===== config.mk =====
export PLATFORM = sky130hd
export DESIGN_NAME = evsrc_array
export DESIGN_NICKNAME = d
export VERILOG_FILES = /design/src/rtl/evsrc_pkg.sv /design/src/rtl/evsrc_cell.sv /design/src/rtl/evsrc_out.sv /design/src/rtl/evsrc_array.sv
export SDC_FILE = /design/constraint.sdc
export NUM_CORES = 1
export LEC_CHECK = 0
export BUFFER_PORTS_ARGS = -buffer_cell sky130_fd_sc_hd__clkbuf_2
export CORE_MARGIN = 5
export CORE_UTILIZATION = 45
export DETAILED_ROUTE_END_ITERATION = 10
export PLACE_DENSITY = 0.66
export SYNTH_ARGS = -nofsm -noshare
export SYNTH_HDL_FRONTEND = slang
export SYNTH_SLANG_ARGS = --single-unit
export TNS_END_PERCENT = 20

===== constraint.sdc =====
create_clock -name clk -period 6 [get_ports clk]
set_clock_uncertainty 0.15 [all_clocks]
set_input_delay 1.2 -clock clk [delete_from_list [all_inputs] [get_ports clk]]
set_output_delay 1.2 -clock clk [all_outputs]
set_load 0.1 [all_outputs]

===== src/rtl/evsrc_pkg.sv =====
package evsrc_pkg;

   localparam logic [1:0] PQ_IDLE = 2'b00;
   localparam logic [1:0] PQ_OFF  = 2'b01;
   localparam logic [1:0] PQ_SENT = 2'b10;
   localparam logic [1:0] PQ_BOTH = 2'b11;

   typedef enum logic [1:0] {
      OP_NONE = 2'd0,
      OP_HIGH = 2'd1,
      OP_LOW  = 2'd2,
      OP_EOI  = 2'd3
   } evsrc_op_e;

   typedef struct packed {
      logic [1:0] pq;
      logic       fire;
   } pq_step_t;

   // Trigger on an edge source
   function automatic pq_step_t edge_trig(input logic [1:0] pq);
      pq_step_t r;
      r.fire = 1'b0;
      unique case (pq)
         PQ_IDLE: begin r.pq = PQ_SENT; r.fire = 1'b1; end
         PQ_SENT: r.pq = PQ_BOTH;
         PQ_BOTH: r.pq = PQ_BOTH;
         default: r.pq = PQ_OFF;
      endcase
      return r;
   endfunction

   // Trigger on a level source: only the idle state reacts
   function automatic pq_step_t level_trig(input logic [1:0] pq);
      pq_step_t r;
      r.pq   = pq;
      r.fire = 1'b0;
      if (pq == PQ_IDLE) begin
         r.pq   = PQ_SENT;
         r.fire = 1'b1;
      end
      return r;
   endfunction

   // End-of-interrupt update
   function automatic pq_step_t eoi_step(input logic [1:0] pq);
      pq_step_t r;
      r.fire = 1'b0;
      unique case (pq)
         PQ_BOTH: begin r.pq = PQ_SENT; r.fire = 1'b1; end
         default: r.pq = PQ_IDLE;
      endcase
      return r;
   endfunction

endpackage


===== src/rtl/evsrc_cell.sv =====
module evsrc_cell
   import evsrc_pkg::*;
(
   input  logic       clk,
   input  logic       rst_n,
   input  logic       cfg_we,
   input  logic       cfg_level,
   input  logic       sel,
   input  evsrc_op_e  op,
   input  logic       wr_en,
   input  logic [1:0] wr_pq,
   output logic [1:0] pq_o,
   output logic       asrt_o,
   output logic       fire_o,
   output logic       bad_o
);

   logic       lvl_q;
   logic [1:0] pq_q, pq_n;
   logic       as_q, as_n;
   pq_step_t   r1, r2;

   // type configuration survives reset
   always_ff @(posedge clk) begin
      if (cfg_we) lvl_q <= cfg_level;
   end

   always_comb begin
      pq_n   = pq_q;
      as_n   = as_q;
      fire_o = 1'b0;
      r1     = '{pq: pq_q, fire: 1'b0};
      r2     = '{pq: pq_q, fire: 1'b0};
      if (sel) begin
         unique case (op)
            OP_HIGH: begin
               if (lvl_q) begin
                  as_n = 1'b1;
                  r1   = level_trig(pq_q);
               end else begin
                  r1   = edge_trig(pq_q);
               end
               pq_n   = r1.pq;
               fire_o = r1.fire;
            end
            OP_LOW: begin
               if (lvl_q) as_n = 1'b0;
            end
            OP_EOI: begin
               r1     = eoi_step(pq_q);
               pq_n   = r1.pq;
               fire_o = r1.fire;
               if (lvl_q && as_q) begin
                  r2     = level_trig(r1.pq);
                  pq_n   = r2.pq;
                  fire_o = r2.fire;
               end
            end
            default: ;
         endcase
      end
      if (wr_en) pq_n = wr_pq;
   end

   assign bad_o = wr_en && lvl_q && (wr_pq == PQ_BOTH);

   always_ff @(posedge clk or negedge rst_n) begin
      if (!rst_n) begin
         pq_q <= PQ_OFF;
         as_q <= 1'b0;
      end else begin
         pq_q <= pq_n;
         as_q <= as_n;
      end
   end

   assign pq_o   = pq_q;
   assign asrt_o = as_q;


   lvl_low_hold_chk: assert property (@(posedge clk) disable iff (!rst_n)
      (sel && op == OP_LOW && !wr_en) |=> $stable(pq_q));


   busy_no_fire_chk: assert property (@(posedge clk) disable iff (!rst_n)
      (sel && op == OP_HIGH && pq_q != PQ_IDLE) |-> !fire_o);


   wr_keeps_flag_chk: assert property (@(posedge clk) disable iff (!rst_n)
      (wr_en && !sel) |=> $stable(as_q));

endmodule


===== src/rtl/evsrc_out.sv =====
module evsrc_out #(
   parameter int IW      = 3,
   parameter bit REG_OUT = 1'b1
) (
   input  logic          clk,
   input  logic          rst_n,
   input  logic          fire,
   input  logic [IW-1:0] fire_idx,
   input  logic          bad,
   input  logic [IW-1:0] bad_idx,
   output logic          ntf_valid,
   output logic [IW-1:0] ntf_idx,
   output logic          err_valid,
   output logic [IW-1:0] err_idx
);

   generate
      if (REG_OUT) begin : g_reg
         always_ff @(posedge clk or negedge rst_n) begin
            if (!rst_n) begin
               ntf_valid <= 1'b0;
               ntf_idx   <= '0;
               err_valid <= 1'b0;
               err_idx   <= '0;
            end else begin
               ntf_valid <= fire;
               ntf_idx   <= fire_idx;
               err_valid <= bad;
               err_idx   <= bad_idx;
            end
         end


         ntf_pulse_src_chk: assert property (@(posedge clk) disable iff (!rst_n)
            ntf_valid |-> $past(fire));
      end else begin : g_comb
         assign ntf_valid = fire;
         assign ntf_idx   = fire_idx;
         assign err_valid = bad;
         assign err_idx   = bad_idx;
      end
   endgenerate

endmodule


===== src/rtl/evsrc_array.sv =====
module evsrc_array
   import evsrc_pkg::*;
#(
   parameter int NSRC    = 8,
   parameter bit REG_OUT = 1'b1,
   localparam int IW     = (NSRC > 1) ? $clog2(NSRC) : 1
) (
   input  logic          clk,
   input  logic          rst_n,
   input  logic          cfg_we,
   input  logic [IW-1:0] cfg_idx,
   input  logic          cfg_level,
   input  logic          ev_valid,
   input  logic [IW-1:0] ev_idx,
   input  logic          ev_high,
   input  logic          eoi_valid,
   input  logic [IW-1:0] eoi_idx,
   input  logic          reg_we,
   input  logic [IW-1:0] reg_idx,
   input  logic [1:0]    reg_wdata,
   output logic [1:0]    reg_rdata,
   output logic          reg_asserted,
   output logic          ntf_valid,
   output logic [IW-1:0] ntf_idx,
   output logic          err_valid,
   output logic [IW-1:0] err_idx
);

   generate
      if (NSRC < 2) begin : g_bad_nsrc
         $error("evsrc_array: NSRC must be at least 2");
      end
      if (NSRC > 4096) begin : g_big_nsrc
         $error("evsrc_array: NSRC too large");
      end
   endgenerate

   evsrc_op_e       op;
   logic [IW-1:0]   op_idx;
   logic [NSRC-1:0] fire_vec;
   logic [NSRC-1:0] bad_vec;
   logic [1:0]      pq_arr [NSRC];
   logic            as_arr [NSRC];

   // end-of-interrupt wins over a line event
   always_comb begin
      op     = OP_NONE;
      op_idx = '0;
      if (eoi_valid) begin
         op     = OP_EOI;
         op_idx = eoi_idx;
      end else if (ev_valid) begin
         op     = ev_high ? OP_HIGH : OP_LOW;
         op_idx = ev_idx;
      end
   end

   for (genvar i = 0; i < NSRC; i++) begin : g_cell
      evsrc_cell u_cell (
         .clk       (clk),
         .rst_n     (rst_n),
         .cfg_we    (cfg_we && cfg_idx == IW'(i)),
         .cfg_level (cfg_level),
         .sel       (op_idx == IW'(i)),
         .op        (op),
         .wr_en     (reg_we && reg_idx == IW'(i)),
         .wr_pq     (reg_wdata),
         .pq_o      (pq_arr[i]),
         .asrt_o    (as_arr[i]),
         .fire_o    (fire_vec[i]),
         .bad_o     (bad_vec[i])
      );
   end

   always_comb begin
      reg_rdata    = PQ_OFF;
      reg_asserted = 1'b0;
      if (int'(reg_idx) < NSRC) begin
         reg_rdata    = pq_arr[reg_idx];
         reg_asserted = as_arr[reg_idx];
      end
   end

   evsrc_out #(.IW(IW), .REG_OUT(REG_OUT)) u_out (
      .clk      (clk),
      .rst_n    (rst_n),
      .fire     (|fire_vec),
      .fire_idx (op_idx),
      .bad      (|bad_vec),
      .bad_idx  (reg_idx),
      .ntf_valid(ntf_valid),
      .ntf_idx  (ntf_idx),
      .err_valid(err_valid),
      .err_idx  (err_idx)
   );


   single_fire_chk: assert property (@(posedge clk) disable iff (!rst_n)
      $onehot0(fire_vec));


   eoi_wins_chk: assert property (@(posedge clk) disable iff (!rst_n)
      eoi_valid |-> (op == OP_EOI && op_idx == eoi_idx));


   bad_only_on_write_chk: assert property (@(posedge clk) disable iff (!rst_n)
      (|bad_vec) |-> reg_we);

endmodule


* Yosys cells after proc, flatten, opt, wreduce, memory -nomap -nowiden
Cells that the tools add are included.
** Storage, ports and cells
- Bits in registers :: 40
- Input bits :: 22
- Output and inout bits :: 11
- Logic and storage cells :: 360
** Operators by class
- Magnitude comparators :: 1
- Equality and inequality tests :: 65
- Multiplexer cells :: 163
- Bitwise logic cells :: 1
- Reductions and logical operators :: 102
** Operator list (number)
- 2-bit 2-to-1 mux :: 53
- 3-bit 2-to-1 mux :: 26
- 2-bit one-hot mux with 2 select lines :: 16
- 1-bit 2-to-1 mux :: 50
- 1-bit logical AND :: 40
- 2-bit == test, second input constant :: 19
- 3-bit == test, second input constant :: 12
- 2-bit logical NOT :: 16
- 2-bit by 1-bit inequality test with 1-bit output, second input constant :: 16
- 4-bit by 3-bit inequality test with 1-bit output, second input constant :: 8
- 1-bit one-hot mux with 2 select lines :: 16
- 4-bit AND reduction :: 8
- 3-bit AND reduction :: 8
- 3-bit nonzero test :: 8
- 3-bit by 2-bit == test with 1-bit output, second input constant :: 6
- 2-bit nonzero test :: 9
- 2-bit OR reduction :: 8
- 8-bit OR reduction :: 2
- 3-bit by 1-bit == test with 1-bit output, second input constant :: 3
- 3-bit logical NOT :: 3
- 2-bit binary-select mux with 3-bit select :: 1
- 4-bit >= comparator, second input constant :: 1
- 3-bit inverter with 4-bit output :: 1
- 1-bit binary-select mux with 3-bit select :: 1
- 2-bit by 1-bit == test with 1-bit output, second input constant :: 1

* Depth between registers and ports, before layout
- Word-level depth :: 12
- Mapped depth :: 11
- Depth with buffers taken out :: 9

* By module
From an unflattened synthesis, not the netlist that was laid out.
** Second synthesis, totals
- Cell total of the unflattened synthesis :: 288
- Area, all modules :: 2529.9 µm²
** Modules (own cells, without submodules)
- evsrc_cell :: times used 8, cells each 27, area an instance 232.7 µm², sequential area each 106.4 µm²
- evsrc_array :: times used 1, cells each 64, area an instance 467.9 µm², sequential area each 0.0 µm²
- evsrc_out :: times used 1, cells each 8, area an instance 200.2 µm², sequential area each 200.2 µm²

* Worst setup path before layout
No wires, ideal clock.
- Path type :: input port to output port
- From :: input reg_idx[1]
- To :: output reg_rdata[1]
- Arrival time :: 2589 ps
- Data required time :: 4650 ps
- Path slack :: 2061 ps
- Stages :: 4
- Buffers on the path :: 2
- Cell sequence :: clkbuf_1 > clkbuf_1 > mux4_2 > mux2_2
** Between the ends
- Word-level cells in the longest chain between the ends :: 4
** RTL lines
- start: declaration :: line evsrc_array.sv:19 : input logic [IW-1:0] reg_idx,
- 3-bit inverter with 4-bit output (not written as such) :: line evsrc_array.sv:79 : reg_rdata = pq_arr[reg_idx];
- 2-bit binary-select mux with 3-bit select :: line evsrc_array.sv:79
- 2-bit 2-to-1 mux (not written as such) (2 in series) :: line evsrc_array.sv:79
- end: declaration :: line evsrc_array.sv:21 : output logic [1:0] reg_rdata,
No other way between the ends. The select of a mux whose other input is x is not followed.

* Worst setup path after layout
- From :: input reg_idx[0]
- To :: output reg_asserted
** Between the ends
- Word-level cells in the longest chain between the ends :: 4
** RTL lines
- 3-bit inverter with 4-bit output (not written as such) :: line evsrc_array.sv:80 : reg_asserted = as_arr[reg_idx];
- 1-bit binary-select mux with 3-bit select :: line evsrc_array.sv:80
- 1-bit 2-to-1 mux (not written as such) (2 in series) :: line evsrc_array.sv:80
- end: declaration :: line evsrc_array.sv:22 : output logic reg_asserted,
No other way between the ends. The select of a mux whose other input is x is not followed.

==> flow_metrics.tcl <==
set metrics [dict create \
    drt_iter0_drc 200 \
    port_buffers 32 \
    yosysWarnings 0 \
    placed_area_mm2 0.00313 \
    syn_inst 341 \
    synth.avg_cell_area_um2 8.64 \
    setup_viol 0 \
    drtAntennaViolNets 0 \
    cp-end-kind "primary output" \
    synth_edf_count 8 \
    ir_drop_v 0.000193 \
    viasPerCell 6.15 \
    fp.dieH_um 90.9 \
    cts_hold_buf 0 \
    routed.top_layer "met4" \
    layout.nets 397 \
    hold_violations 0 \
    postCtsSetupBuffers 0 \
    clock_latency_ns 0.30 \
    rsz0062_at_grt "false" \
    cts_tree "built" \
    cp_cell_sequence "clkbuf_2 -> mux4_2 -> mux2_2 -> clkbuf_2" \
    grt_antenna_before_repair 0 \
    p_leak_nw 1.40 \
    critPathBufInv 2 \
    clock_sinks 40 \
    path_max_fanout 16 \
    fin_tns_setup_ns 0 \
    num_vias 2720 \
    layout_commonest_cell "nand2_1" \
    worstPathArrival_ns 2.73 \
    crit_type "primary input to primary output" \
    initial_core_util 0.464 \
    async_flop_share 0.800 \
    fp-row-count 29 \
    power_density_mw_per_mm2 315 \
    dieArea_mm2 0.00826 \
    fin_crit_sh 0.680 \
    relSlewSlack 0.266 \
    wire_per_inst_um 18.4 \
    maxCapViolations 0 \
    first_global_vias 2514 \
    max_freq_ghz 0.245 \
    crit_top_cell "clkbuf_2" \
    core_area_mm2 0.00635 \
    hold_path.class "register to register" \
    wl_met3_um 527 \
    min_period_ns 4.08 \
    cts-root-buf "clkbuf_8" \
    wl_met2_mm 3.69 \
    cp_slowest_stage_delay_ns 0.54 \
    area_growth_pct 10.1 \
    ctsResizeCount 0 \
    n_antenna_cell 0 \
    slowest_stage "mux4_2" \
    path_clk_slew_ns 0.09 \
    synth.distinct_cells 46 \
    crit_required_ns 4.65 \
    gp_congestion 0.874 \
    synth_ff_type "dfrtp_1" \
    layout-drive-gt1-share 0.167 \
    grt_pass1_wl_mm 13.3 \
    finalInstanceArea_mm2 0.00324 \
    ys_ff_latch 40 \
    grt_use_total 0.203 \
    final_cell_mix "nand2_1, clkbuf_2, nor2_1" \
    clk_path_buf_depth 2 \
    wl_mm 8.14 \
    worst_pin_slew_ns 1.10 \
    synth.net_count 374 \
    yosysSeqAreaShare 0.357 \
    synth_area_mm2 0.00295 \
    drt_pass1_iterations 4 \
    critPathLaunchType "primary input" \
    crit_family "multiplexers" \
    ctsHtreeMaxLevel 2 \
    boundaryPins 33 \
    overflow 0 \
    die_w_um 90.9 \
    grt_max_degree 33 \
    cts_buffers 5 \
    drc 0 \
    drt-met1-wl_mm 3.78 \
    finalMaxSlewViolations 0 \
    status "completed" \
    dp_hpwl_mm 5.94 \
]
## worst paths after layout
path / from / endpoint / slack [ns] / depth (start not counted)
worst min-delay path: g_cell[2].u_cell.asrt_o / g_cell[2].u_cell.asrt_o / 0.39 / 2
worst min register to register: g_cell[2].u_cell.asrt_o / g_cell[2].u_cell.asrt_o / 0.39 / 2
max in group asynchronous: rst_n / g_cell[2].u_cell.pq_o[1] / 4.33 / 1
worst max register to register: g_cell[2].u_cell.pq_o[0] / u_out.ntf_valid / 3.84 / 5
min in group asynchronous: rst_n / u_out.err_idx[0] / 0.85 / 1
worst max-delay path: reg_idx[0] / reg_asserted / 1.92 / 4
## tightest hold or removal path, delay by kind of cell, from the launching register on
family           cells  cell delay [ns]
DFF                  1             0.40
and+or+nand+nor      2             0.11
## cell usage after synthesis (3+ instances only)
master	n	area (um^2)
nand2b_1	10	62.6
mux2i_1	16	160
o41ai_1	3	26.3
dfstp_2	8	210
nand3b_1	6	45.0
o21ai_0	15	75.1
nor2_1	26	97.6
edfxtp_1	8	240
mux2_2	4	45.0
mux4_2	6	135
nor2b_1	6	37.5
inv_1	13	48.8
o31ai_1	5	37.5
nor3_1	8	40.0
dfrtp_1	24	601
a21o_1	4	30.0
clkbuf_1	11	41.3
ha_1	11	138
buf_2	5	25.0
a31oi_1	9	56.3
nor3b_1	3	22.5
a221oi_1	9	78.8
a21oi_1	18	90.1
nand2_1	60	225
nand3_1	21	105
## stage by stage
stage	power (mW)	hold WS, ns	setup slack, ns	utilization	std cells
3_3_place_gp	0.788	0.361	1.93	0.493	434
6_report	1.02	0.394	1.92	0.511	442
2_1_floorplan	0.697	0.310	2.06	-	341
4_1_cts	1.02	0.385	1.92	0.511	442
3_5_place_dp	0.796	0.364	1.91	0.493	434
5_1_grt	1.08	0.431	1.84	0.511	442
## registers in the layout (all words and copies together) (netlist names)
signal                count
u_out.err_valid           1
g_cell.u_cell.asrt_o      8
g_cell.u_cell.pq_o       16
u_out.ntf_idx             3
u_out.err_idx             3
u_out.ntf_valid           1
g_cell.u_cell.lvl_q       8
## logic make-up after synthesis
kind of cell / synth area share
flops: 0.357
buf+inv: 0.0429
simple gates: 0.244
compound gates: 0.189
mux: 0.121
fa+ha+maj: 0.0467
## where the power goes
part           leakage (nW)  internal (mW)  switching (mW)
logic                 0.903          0.141           0.224
clock network        0.0541          0.123           0.102
registers             0.446          0.343          0.0886
total                  1.40          0.608           0.414
## layout make-up
| cell class | instances | area [um^2] |
|---|---|---|
| Fill cell | 629 | 3110 |
| Multi-Input combinational cell | 271 | 1770 |
| Sequential cell | 40 | 1050 |
| Timing Repair Buffer | 33 | 168 |
| Tap cell | 77 | 96.3 |
| Clock buffer | 5 | 68.8 |
| Inverter | 13 | 48.8 |
| Clock inverter | 3 | 42.5 |
## routing by layer
| layer | track usage | up-vias |
|---|---|---|
| met5 | 0 | - |
| met3 | 0.0333 | 11 |
| met2 | 0.309 | 82 |
| met4 | 0.0575 | 0 |
| li1 | - | 1299 |
| met1 | 0.297 | 1328 |
(Power assumes the default switching activity.)
